### src/rtl/serctl_pkg.sv
package serctl_pkg;

    localparam int SC_DATA_W = 16;
    localparam int SC_ADDR_W = 7;
    localparam int SC_CTRL_W = SC_ADDR_W + 1;

    typedef enum logic [1:0] {
        BUS_3W  = 2'd0,
        BUS_SPI = 2'd1,
        BUS_2W  = 2'd2
    } bus_mode_e;

    typedef enum logic [2:0] {
        ST_IDLE,
        ST_CTRL,
        ST_WDATA,
        ST_RDATA,
        ST_WAIT
    } frame_st_e;

    typedef struct packed {
        logic                 rd;
        logic [SC_ADDR_W-1:0] addr;
    } ctrl_t;

    typedef struct packed {
        logic                 en;
        logic [SC_ADDR_W-1:0] addr;
        logic [SC_DATA_W-1:0] data;
    } wr_req_t;

    function automatic bus_mode_e pick_mode(input logic [1:0] pins, input logic sck);
        if (pins == 2'b10) return BUS_SPI;
        if (pins == 2'b01 && sck) return BUS_2W;
        return BUS_3W;
    endfunction

endpackage

### src/rtl/serctl_sync.sv
module serctl_sync #(
    parameter int             W       = 3,
    parameter int             STAGES  = 2,
    parameter logic [W-1:0]   RST_VAL = '0
) (
    input  logic         clk,
    input  logic         rst,
    input  logic [W-1:0] d,
    output logic [W-1:0] q,
    output logic [W-1:0] rise,
    output logic [W-1:0] fall
);
    logic [W-1:0] pipe [STAGES];
    logic [W-1:0] prev;

    always_ff @(posedge clk) begin
        if (rst) begin
            for (int s = 0; s < STAGES; s++) pipe[s] <= RST_VAL;
            prev <= RST_VAL;
        end else begin
            pipe[0] <= d;
            for (int s = 1; s < STAGES; s++) pipe[s] <= pipe[s-1];
            prev <= pipe[STAGES-1];
        end
    end

    assign q    = pipe[STAGES-1];
    assign rise = q & ~prev;
    assign fall = ~q & prev;
endmodule

### src/rtl/serctl_regfile.sv
module serctl_regfile
    import serctl_pkg::*;
#(
    parameter int NUM_REGS = 8
) (
    input  logic                 clk,
    input  logic                 rst,
    input  wr_req_t              wr,
    input  logic [SC_ADDR_W-1:0] rd_addr,
    output logic [SC_DATA_W-1:0] rd_data
);
    logic [SC_DATA_W-1:0] mem [NUM_REGS];

    generate
        for (genvar g = 0; g < NUM_REGS; g++) begin : g_reg
            always_ff @(posedge clk) begin
                if (rst) mem[g] <= '0;
                else if (wr.en && wr.addr == SC_ADDR_W'(g)) mem[g] <= wr.data;
            end
        end
    endgenerate

    always_comb begin
        rd_data = '0;
        for (int i = 0; i < NUM_REGS; i++)
            if (rd_addr == SC_ADDR_W'(i)) rd_data = mem[i];
    end
endmodule

### src/rtl/serctl_frame.sv
module serctl_frame
    import serctl_pkg::*;
(
    input  logic                 clk,
    input  logic                 rst,
    input  logic [1:0]           mode_pins,
    input  logic                 sclk_raw,
    input  logic                 sen_s,
    input  logic                 sck_rise,
    input  logic                 sck_fall,
    input  logic                 sdi_s,
    input  logic [SC_DATA_W-1:0] rd_data,
    output logic [SC_ADDR_W-1:0] acc_addr,
    output wr_req_t              wr,
    output bus_mode_e            mode,
    output logic                 shift_bit,
    output logic                 oe_q
);
    localparam int MAXB  = (SC_DATA_W > SC_CTRL_W) ? SC_DATA_W : SC_CTRL_W;
    localparam int CNT_W = $clog2(MAXB + 1);

    frame_st_e            state;
    logic [CNT_W-1:0]     cnt;
    logic [SC_CTRL_W-1:0] ctrl_sr;
    logic [SC_DATA_W-1:0] data_sr;
    logic [SC_DATA_W-1:0] out_sr;
    logic                 pend;
    logic                 wr_en;
    logic                 drv_edge;
    logic                 data_full;
    ctrl_t                ctrl;

    assign ctrl      = ctrl_t'(ctrl_sr);
    assign acc_addr  = ctrl.addr;
    assign drv_edge  = (mode == BUS_SPI) ? sck_fall : sck_rise;
    assign data_full = (cnt == CNT_W'(SC_DATA_W));
    assign shift_bit = out_sr[SC_DATA_W-1];
    assign wr        = '{en: wr_en, addr: ctrl.addr, data: data_sr};

    always_ff @(posedge clk) begin
        if (rst) mode <= pick_mode(mode_pins, sclk_raw);
    end

    always_ff @(posedge clk) begin
        if (rst) begin
            state   <= ST_IDLE;
            cnt     <= '0;
            ctrl_sr <= '0;
            data_sr <= '0;
            out_sr  <= '0;
            pend    <= 1'b0;
            wr_en   <= 1'b0;
            oe_q    <= 1'b0;
        end else begin
            wr_en <= 1'b0;
            unique case (state)
                ST_IDLE: begin
                    if (mode != BUS_2W && !sen_s) begin
                        state <= ST_CTRL;
                        cnt   <= '0;
                        pend  <= 1'b0;
                    end
                end
                ST_CTRL: begin
                    if (sen_s) state <= ST_IDLE;
                    else if (sck_rise) begin
                        ctrl_sr <= {ctrl_sr[SC_CTRL_W-2:0], sdi_s};
                        if (cnt == CNT_W'(SC_CTRL_W - 1)) begin
                            cnt   <= '0;
                            state <= ctrl_sr[SC_CTRL_W-2] ? ST_RDATA : ST_WDATA;
                        end else begin
                            cnt <= cnt + 1'b1;
                        end
                    end
                end
                ST_WDATA: begin
                    if (sen_s) begin
                        if (mode == BUS_SPI) begin
                            wr_en <= data_full;
                            state <= ST_IDLE;
                        end else begin
                            pend  <= data_full;
                            state <= ST_WAIT;
                        end
                    end else if (sck_rise && !data_full) begin
                        data_sr <= {data_sr[SC_DATA_W-2:0], sdi_s};
                        cnt     <= cnt + 1'b1;
                    end
                end
                ST_RDATA: begin
                    if (sen_s) begin
                        oe_q  <= 1'b0;
                        pend  <= 1'b0;
                        state <= (mode == BUS_SPI) ? ST_IDLE : ST_WAIT;
                    end else if (drv_edge && !data_full) begin
                        if (cnt == '0) begin
                            oe_q   <= 1'b1;
                            out_sr <= rd_data;
                        end else begin
                            out_sr <= {out_sr[SC_DATA_W-2:0], 1'b0};
                        end
                        cnt <= cnt + 1'b1;
                    end
                end
                ST_WAIT: begin
                    if (!sen_s) state <= ST_IDLE;
                    else if (sck_rise) begin
                        wr_en <= pend;
                        state <= ST_IDLE;
                    end
                end
                default: state <= ST_IDLE;
            endcase
        end
    end
endmodule

### src/rtl/serctl_slave.sv
module serctl_slave
    import serctl_pkg::*;
#(
    parameter int NUM_REGS    = 8,
    parameter int SYNC_STAGES = 2
) (
    input  logic       clk,
    input  logic       rst,
    input  logic [1:0] mode_pins,
    input  logic       sen_n,
    input  logic       sclk,
    input  logic       sdio_in,
    output logic       sdio_out,
    output logic       sdio_oe,
    output logic       sdo,
    output logic       sdo_oe
);
    logic [2:0]           sync_q, sync_rise, sync_fall;
    logic                 sen_s, sck_rise, sck_fall, sdi_s;
    logic [SC_ADDR_W-1:0] acc_addr;
    logic [SC_DATA_W-1:0] rd_data;
    wr_req_t              wr;
    bus_mode_e            mode;
    logic                 shift_bit;
    logic                 oe_q;
    logic                 wr_en;

    serctl_sync #(.W(3), .STAGES(SYNC_STAGES), .RST_VAL(3'b001)) u_sync (
        .clk(clk), .rst(rst), .d({sdio_in, sclk, sen_n}),
        .q(sync_q), .rise(sync_rise), .fall(sync_fall)
    );

    assign sen_s    = sync_q[0];
    assign sck_rise = sync_rise[1];
    assign sck_fall = sync_fall[1];
    assign sdi_s    = sync_q[2];

    serctl_frame u_frame (
        .clk(clk), .rst(rst), .mode_pins(mode_pins), .sclk_raw(sclk),
        .sen_s(sen_s), .sck_rise(sck_rise), .sck_fall(sck_fall), .sdi_s(sdi_s),
        .rd_data(rd_data), .acc_addr(acc_addr), .wr(wr), .mode(mode),
        .shift_bit(shift_bit), .oe_q(oe_q)
    );

    serctl_regfile #(.NUM_REGS(NUM_REGS)) u_regs (
        .clk(clk), .rst(rst), .wr(wr), .rd_addr(acc_addr), .rd_data(rd_data)
    );

    assign wr_en    = wr.en;
    assign sdio_out = shift_bit;
    assign sdo      = shift_bit;
    assign sdio_oe  = oe_q && (mode == BUS_3W);
    assign sdo_oe   = oe_q && (mode == BUS_SPI);
endmodule

### config.mk
export PLATFORM = sky130hd
export DESIGN_NAME = serctl_slave
export DESIGN_NICKNAME = d
export VERILOG_FILES = /design/src/rtl/serctl_pkg.sv /design/src/rtl/serctl_sync.sv /design/src/rtl/serctl_regfile.sv /design/src/rtl/serctl_frame.sv /design/src/rtl/serctl_slave.sv
export SDC_FILE = /design/constraint.sdc
export NUM_CORES = 1
export LEC_CHECK = 0
export BUFFER_PORTS_ARGS = -buffer_cell sky130_fd_sc_hd__buf_2
export CORE_MARGIN = 1
export CORE_UTILIZATION = 63
export DETAILED_ROUTE_END_ITERATION = 6
export PLACE_DENSITY = 0.8
export SLEW_MARGIN = 30
export SYNTH_ARGS = -nofsm -noshare
export SYNTH_HDL_FRONTEND = slang
export SYNTH_HIERARCHICAL = 1
export SYNTH_SLANG_ARGS = --single-unit
### constraint.sdc
create_clock -name clk -period 2.7 [get_ports clk]
set_input_delay 0.135 -clock clk [delete_from_list [all_inputs] [get_ports clk]]
set_output_delay 0.135 -clock clk [all_outputs]
set_load 0.03 [all_outputs]
Word level (Yosys, flattened, before mapping):

Memories as Yosys holds them, arrays and structs flattened.
Index checks and enable logic that the tools add are counted.

* bits in writable memories: 134
* memories kept: 2
* output and inout bits: 4
* flip-flop bits (word level): 54

Memories
* u_regs.mem: words 8, bits a word 16, rd ports 8, clocked after memory_dff 0, write ports 8, RTL line serctl_regfile.sv:12 `logic [SC_DATA_W-1:0] mem [NUM_REGS];`
* u_sync.pipe: words 2, bits a word 3, rd ports 2, clocked after memory_dff 0, write ports 2, RTL line serctl_sync.sv:13 `logic [W-1:0] pipe [STAGES];`

* reduce and logical (&&, ||, !) cells: 32
* eq/ne operators: 31
* $add $sub $neg: 1
* bitwise operators: 15
* multiplexer cells: 88

Operators with widths (count)
* 16-bit two-way mux: 17
* 1-bit two-way mux: 45
* 5-bit two-way mux: 8
* 3-bit two-way mux: 10
* 7-bit by 3-bit == test with 1-bit output, second input constant: 4
* 5-bit case mux with 4 select lines: 1
* 2-bit inequality test, second input constant: 8
* 7-bit by 2-bit == test with 1-bit output, second input constant: 2
* 1-bit logical AND: 14
* 3-bit case mux with 4 select lines: 1
* 3-bit AND reduction: 4
* 1-bit OR: 10
* 5-bit AND reduction: 2
* 2-bit two-way mux: 4
* 2-bit by 1-bit inequality test with 1-bit output, second input constant: 4
* 8-bit AND reduction: 1
* 7-bit by 1-bit == test with 1-bit output, second input constant: 1
* 7-bit logical NOT: 1
* 3-bit by 2-bit == test with 1-bit output, second input constant: 2
* 3-bit inequality test, second input constant: 2
* 5-bit by 1-bit adder with 5-bit output, second input constant: 1
* 5-bit by 3-bit == test with 1-bit output, second input constant: 1
* 5-bit == test, second input constant: 1
* 5-bit logical NOT: 1
* 17 further kinds: 22

Longest topological paths before layout:

Gate-level depths: netlist of the first run.

* depth in word-level cells: 10
* depth in mapped cells: 9
* mapped depth without buffers: 7

Hierarchy:

The synthesis of the first run kept the hierarchy.

Modules (own cells, without submodules)
* serctl_regfile: cells an instance 509, times used 1, seq. area each 3843.7 µm², area each 6033.3 µm²
* serctl_frame: cells an instance 255, times used 1, seq. area each 1061.0 µm², area each 2514.9 µm²
* serctl_sync: cells an instance 27, times used 1, seq. area each 180.2 µm², area each 296.5 µm²
* serctl_slave: cells an instance 3, times used 1, seq. area each 0.0 µm², area each 28.8 µm²

Worst setup path before layout of the first run:

Ideal clock, no wire load.

* kind: register to register
* start point: reg u_frame.ctrl_sr[3], in the netlist u_frame/ctrl[3]
* end point: mem u_regs.mem[6][0], in the netlist u_regs/mem[1][32] (enable)
* cell stages (with the launch flop): 7
* data arrival time: 1.824 ns
* setup slack: 0.505 ns
* period minus slack after synthesis: 2.195 ns
* path through: dfxtp_1 buf_4 nor4_4 nand3_2 or3b_1 buf_6 or2b_1

RTL lines
* start: declaration: RTL line serctl_frame.sv:24 `logic [SC_CTRL_W-1:0] ctrl_sr;`
* start signal: assignment: RTL line serctl_frame.sv:67 `ctrl_sr <= {ctrl_sr[SC_CTRL_W-2:0], sdi_s};`
* end: declaration: RTL line serctl_regfile.sv:12

Worst setup path in the final report of the first run:

* start point: reg u_frame.ctrl_sr[2], in the netlist u_frame/ctrl[2]
* end point: reg u_frame.out_sr[4]

* longest elaborated chain between the ends: 10
* elaborated cells on any way between the ends: 17

RTL lines
* 7-bit logical NOT: RTL line serctl_regfile.sv:26 `if (rd_addr == SC_ADDR_W'(i)) rd_data = mem[i];`
* 16-bit two-way mux (7 in a row): RTL line serctl_regfile.sv:26
* 16-bit two-way mux *: RTL line serctl_regfile.sv:26
* via rd_data[4]: RTL line serctl_slave.sv:21 `logic [SC_DATA_W-1:0] rd_data;`
* 16-bit two-way mux *: RTL line serctl_frame.sv:96 `if (cnt == '0) begin`
* end signal: assignment: RTL line serctl_frame.sv:98 `out_sr <= rd_data;`
* end signal: assignment: RTL line serctl_frame.sv:100 `out_sr <= {out_sr[SC_DATA_W-2:0], 1'b0};`
* end: declaration: RTL line serctl_frame.sv:26 `logic [SC_DATA_W-1:0] out_sr;`

Mark *: on every way through the listed nets, which the timed path passes. The rest lies on a longest branch.
A chain may end at the register's enable or synchronous reset.

==> results.py, run 1 <==
metrics = {
    "status": {
        "status": "finished, final reports clean",
    },
    "floorplan": {
        "ios": 11,
        "start_util": 0.656,
        "core_um2": 13400,
        "die_x_um": 120,
        "num_rows": 42,
        "fp.dieH_um": 120,
        "die_area_um2": 14400,
    },
    "clock_tree": {
        "worstSkewPairLatency_ps": 430,
        "cts.sinks": 187,
        "clk_path_buf_depth": 2,
        "numCtsBuffers": 17,
        "cts_root_buf": "clkbuf_16",
        "cts-resized-gates": 0,
        "h-tree-depth": 4,
        "cts.clk_slew.worst_paths_ps": 60,
        "cts_tree": "yes",
    },
    "finish": {
        "synthToLayoutAreaGrowth_pct": 7.70,
        "multiInputGateArea_um2": 3280,
        "most-common-layout-cells": "nor2_1, edfxtp_1, mux2i_1, dfxtp_1, nand2_1",
        "mostFrequentLayoutCell": "nor2_1",
        "final_core_util": 0.706,
        "n_fill_cell": 935,
        "final_nets": 775,
        "diodes": 0,
        "regArea_um2": 5050,
        "drive_gt1_frac": 0.141,
    },
    "global_route": {
        "antenna_found_initial": 0,
        "grt_max_degree": 58,
        "grt_usage": 0.281,
        "grt_pass1_wl_um": 30500,
        "overflow": 0,
        "grt_pass1_vias": 5767,
    },
    "detailed_routing": {
        "ant_nets": 0,
        "via_count": 5919,
        "avgViaCountPerCell": 6.20,
        "wl_per_cell_um": 19.7,
        "drc": 0,
        "drt_wl_total_um": 18800,
        "drt-initial-drc-count": 742,
        "first_pass_iters": 5,
    },
    "placed_design": {
        "gp_congestion": 0.875,
        "place.port_buffers": 10,
        "dp_hpwl_um": 12700,
    },
    "timing": {
        "drv_slew": 0,
        "post-route-period-util": 0.789,
        "rsz0062_at_grt": "no",
        "maxSlewHeadroom": 0.439,
        "period_minus_slack_ps": 2130,
        "setup_viol": 0,
        "worst-slew-pin-transition_ps": 841,
        "hold_viol": 0,
        "fin_skew_ps": 7.03,
        "maxClockFrequency_mhz": 470,
        "fin_tns_setup_ps": 0,
    },
    "worst_setup_path": {
        "slowest_stage": "and2b_1",
        "worst_setup_path_end_kind": "flop",
        "worst-setup-path-type": "flop to flop",
        "critPathRequiredTime_ps": 3050,
        "slowest_delay_ps": 520,
        "path_max_fanout": 14,
        "critPathArrivalTime_ps": 2480,
        "worstPathCellList": "and2b_1 -> o2bb2ai_1 -> o21ai_0 -> a221oi_1 -> mux2i_1 -> a211oi_2",
        "critPathLaunchType": "flop",
    },
    "run": {
        "drv_cap": 0,
    },
    "pwr": {
        "intPower_mw": 4.57,
        "p_sw_mw": 1.22,
        "swShare": 0.210,
        "pwr-share-comb": 0.045,
        "p_clk_frac": 0.403,
        "ir_drop_mv": 0.397,
        "power_leakage_nw": 3.16,
        "powerDensity_nw_per_um2": 611,
        "pwr-share-seq": 0.552,
    },
    "logic_synthesis": {
        "syn_nets": 794,
        "ys_warn_count": 6,
        "synthesis.area_um2": 8790,
        "netlist_instances": 785,
        "synth.avg_cell_area_um2": 11.2,
    },
    "min_path": {
        "min_path_type": "primary input to flop",
    },
}
through the flow:
stage / instance area [um2] / hold WS, ps / instances / setup slack (ps) / power (mW)
detailed placement: 8870 / 322 / 918 / 623 / 3.50
global route: 9470 / 61.5 / 955 / 445 / 5.95
CTS: 9470 / 35.1 / 955 / 612 / 5.80
floorplan: 8790 / 207 / 785 / 505 / 3.42
global placement: 8870 / 313 / 918 / 705 / 3.48
finish: 9470 / 38.2 / 955 / 570 / 5.78
metal layers:
layer | vias up | routed length, um | part of all wire | global-route usage
met5 | - | 0 | 0 | 0
met4 | 0 | 357 | 0.019 | 0.109
met3 | 36 | 1610 | 0.085 | 0.0580
met2 | 276 | 9060 | 0.48 | 0.447
met1 | 2871 | 7800 | 0.41 | 0.378
li1 | 2736 | - | - | -
final timing paths:
path / from / end / slack (ps) / cells after the start
worst min-delay path: rst / u_frame/ctrl[0] / 40 / 2
worst max register to register: u_frame/ctrl[2] / u_frame/out_sr[4] / 570 / 6
worst max-delay path: u_frame/ctrl[2] / u_frame/out_sr[4] / 570 / 6
worst min register to register: u_sync/pipe[0][0] / u_sync/pipe[0][3] / 410 / 1
area by class of cell:
type                            count  share of cell area
Tap cell                          176              0.0233
Clock buffer                       24              0.0509
Multi-Input combinational cell    510               0.346
Sequential cell                   187               0.533
Clock inverter                      8             0.00701
Timing Repair Buffer               43              0.0367
Inverter                            7             0.00278
worst max-delay path, delay by kind of cell, from the launching register on:
family	cells	cell delay, ps
mux	1	150
simple gates	1	520
flops	1	380
compound gates	4	1000
timing repair:
| action | CTS | global route |
|---|---|---|
| hold endpoints to repair | 5 | 0 |
| hold buffers | 5 | 0 |
| buffers inserted | 0 | 0 |
power groups by stage:
stage                     registers, mW  logic (mW)  clock network [mW]
after floorplan                    3.22       0.200                   0
after global routing               3.20       0.283                2.46
after detailed placement           3.25       0.248                   0
final                              3.19       0.259                2.33
after CTS                          3.19       0.255                2.35
after global placement             3.25       0.235                   0
state kept, by name, summed over array words and instances, names as in the netlist, 2 cells and up:
| register | flops |
|---|---|
| u_frame/ctrl | 7 |
| u_sync/pipe | 6 |
| u_frame/out_sr | 16 |
| u_frame/mode | 2 |
| u_regs/mem | 128 |
| u_frame/data_sr | 16 |
| u_frame/state | 3 |
| u_frame/cnt | 5 |
Note: power is estimated with default switching activity, not from simulation.
==> inputs of run 2 (changes only) <==
==> constraint.sdc (replaced) <==
create_clock -name clk -period 2 [get_ports clk]
set_input_delay 0.1 -clock clk [delete_from_list [all_inputs] [get_ports clk]]
set_output_delay 0.1 -clock clk [all_outputs]
set_load 0.03 [all_outputs]
==> run 2 against run 1 <==
Net effect:
- combinational power rose by 53%
- flip-flop and latch count did not move
- largest cell class unchanged
- non-clock buffer count rose by 14
- total power rose by 38%
==> results.py, run 2 (synthesis results as in run 1) <==
metrics = {
    "status": {
        "status": "finished, final reports clean",
    },
    "worst_setup_path": {
        "crit_family": "compound AO/OA/AOI/OAI gates",
        "critPathRequiredTime_ps": 2350,
        "worst-setup-path-type": "flop to flop",
        "worst_setup_path_end_kind": "flop",
        "reg2reg_from": "u_frame/ctrl[1]",
        "slowest_stage": "dfxtp_1",
        "critPathArrivalTime_ps": 2310,
        "path_max_fanout": 44,
        "slowest_delay_ps": 410,
        "worstPathCellList": "buf_12 -> nor3_1 -> a221oi_1 -> o211ai_1 -> a21oi_1 -> mux2i_1 -> a211oi_2",
        "critPathBufInv": 1,
        "worstSetupStartpoint": "u_frame/ctrl[1]",
        "critPathLaunchType": "flop",
    },
    "global_route": {
        "grt_usage": 0.303,
        "antenna_found_initial": 0,
        "grt_max_degree": 48,
        "grt_pass1_wl_um": 31900,
        "overflow": 0,
        "grt_pass1_vias": 5838,
    },
    "pwr": {
        "powerDensity_nw_per_um2": 812,
        "p_total_mw": 8.00,
        "power_leakage_nw": 3.31,
        "ir_drop_mv": 0.740,
    },
    "finish": {
        "mostFrequentLayoutCell": "nor2_1",
        "finalNonFillerCells": 970,
        "largest_reg_flops": 128,
        "n_fill_cell": 886,
        "top_regs": "u_regs/mem (128), u_frame/data_sr (16), u_frame/out_sr (16)",
        "multiInputGateArea_um2": 3380,
        "diodes": 0,
        "final_core_util": 0.735,
        "final_nets": 790,
        "top_register": "u_regs/mem",
        "most-common-layout-cells": "nor2_1, edfxtp_1, mux2i_1, dfxtp_1, nand2_1",
        "synthToLayoutAreaGrowth_pct": 12.0,
        "drive_gt1_frac": 0.190,
        "regArea_um2": 5050,
    },
    "placed_design": {
        "gp_congestion": 0.896,
        "place.port_buffers": 10,
        "placedCellCount": 925,
        "dp_hpwl_um": 13200,
    },
    "clock_tree": {
        "h-tree-depth": 4,
        "cts_tree": "yes",
        "worstSkewPairLatency_ps": 430,
        "numCtsBuffers": 17,
        "cts_root_buf": "clkbuf_16",
        "cts.clk_slew.worst_paths_ps": 70,
        "clk_path_buf_depth": 2,
        "cts.sinks": 187,
    },
    "min_path": {
        "min_path_type": "primary input to flop",
        "holdCritStartpoint": "rst",
    },
    "timing": {
        "fin_skew_ps": 8.40,
        "maxSlewHeadroom": 0.534,
        "worst-slew-pin-transition_ps": 700,
        "maxClockFrequency_mhz": 511,
        "post-route-period-util": 0.979,
        "hold_viol": 0,
        "period_minus_slack_ps": 1960,
        "setup_viol": 0,
        "drv_slew": 0,
    },
    "floorplan": {
        "start_util": 0.656,
        "num_rows": 42,
        "fp.dieH_um": 120,
        "die_area_um2": 14400,
        "die_x_um": 120,
        "ios": 11,
        "core_um2": 13400,
    },
    "detailed_routing": {
        "avgViaCountPerCell": 6.39,
        "wl_per_cell_um": 22.4,
        "drt-initial-drc-count": 753,
        "ant_nets": 0,
        "via_count": 6201,
        "drc": 0,
        "drt_wl_total_um": 21700,
        "first_pass_iters": 5,
    },
    "run": {
        "drv_cap": 0,
    },
}
==> run 2: cell count changes in the layout (fill, tap and decap cells not counted), moves of 4 or more <==
cell       change
nand2b_2       +5
buf_12         +8
a221oi_2       +5
o2bb2ai_2      +5
o2bb2ai_1      -5
clkbuf_1       -4
a221oi_1       -5
nand2b_1       -6
==> run 2: power breakdown <==
part	internal, mW	switching (mW)	total [mW]
combinational	0.150	0.246	0.397
sequential	4.23	0.0687	4.30
clock	1.84	1.46	3.30
total	6.22	1.78	8.00
==> run 2: worst reg2reg max path, stage by stage (launching register included) <==
cell and delay, ps:
dfxtp_1 410, buf_12 240, nor3_1 100, a221oi_1 280, o211ai_1 160, a21oi_1 300, mux2i_1 160, a211oi_2 230
==> run 2: what timing repair did <==
action | 4_1_cts | 5_1_grt
gates resized for setup | 0 | 18
endpoints found under the hold margin | 5 | 0
buffers inserted | 0 | 4
endpoints found under the setup margin | 0 | 53
hold buffers | 6 | 0
==> run 2: routing by layer <==
| layer | vias to the layer above | global-route usage | share of wire |
|---|---|---|---|
| met1 | 3024 | 0.409 | 0.40 |
| met2 | 346 | 0.477 | 0.48 |
| met4 | 0 | 0.121 | 0.028 |
| met3 | 54 | 0.0675 | 0.094 |
| met5 | - | 0 | 0 |
| li1 | 2777 | - | - |
==> run 2: through the flow <==
step	TNS (ps)	hold WS [ps]	setup slack (ps)	instance area, um2
after floorplan	0	172	27.3	8810
after global placement	0	280	93.2	9040
after detailed placement	0	280	42.6	9040
after CTS	0	181	25.8	9680
after global routing	-17.5	235	-7.32	9850
final	0	202	42.4	9850
==> run 2: path summary, 6_finish.rpt <==
path | to | slack (ps) | depth (start not counted)
max | u_frame/out_sr[6] | 40 | 7
min | u_frame/ctrl[0] | 200 | 2
max reg2reg | u_frame/out_sr[6] | 40 | 7
min reg2reg | u_sync/pipe[0][3] | 420 | 1
==> run 2: cell type report <==
type / instances / area share
clock buffers: 20 / 0.0476
clock inverters: 12 / 0.0112
inverters: 7 / 0.00267
multi-input cells: 511 / 0.343
flip-flops and latches: 187 / 0.513
well taps: 176 / 0.0224
repair buffers: 57 / 0.0600
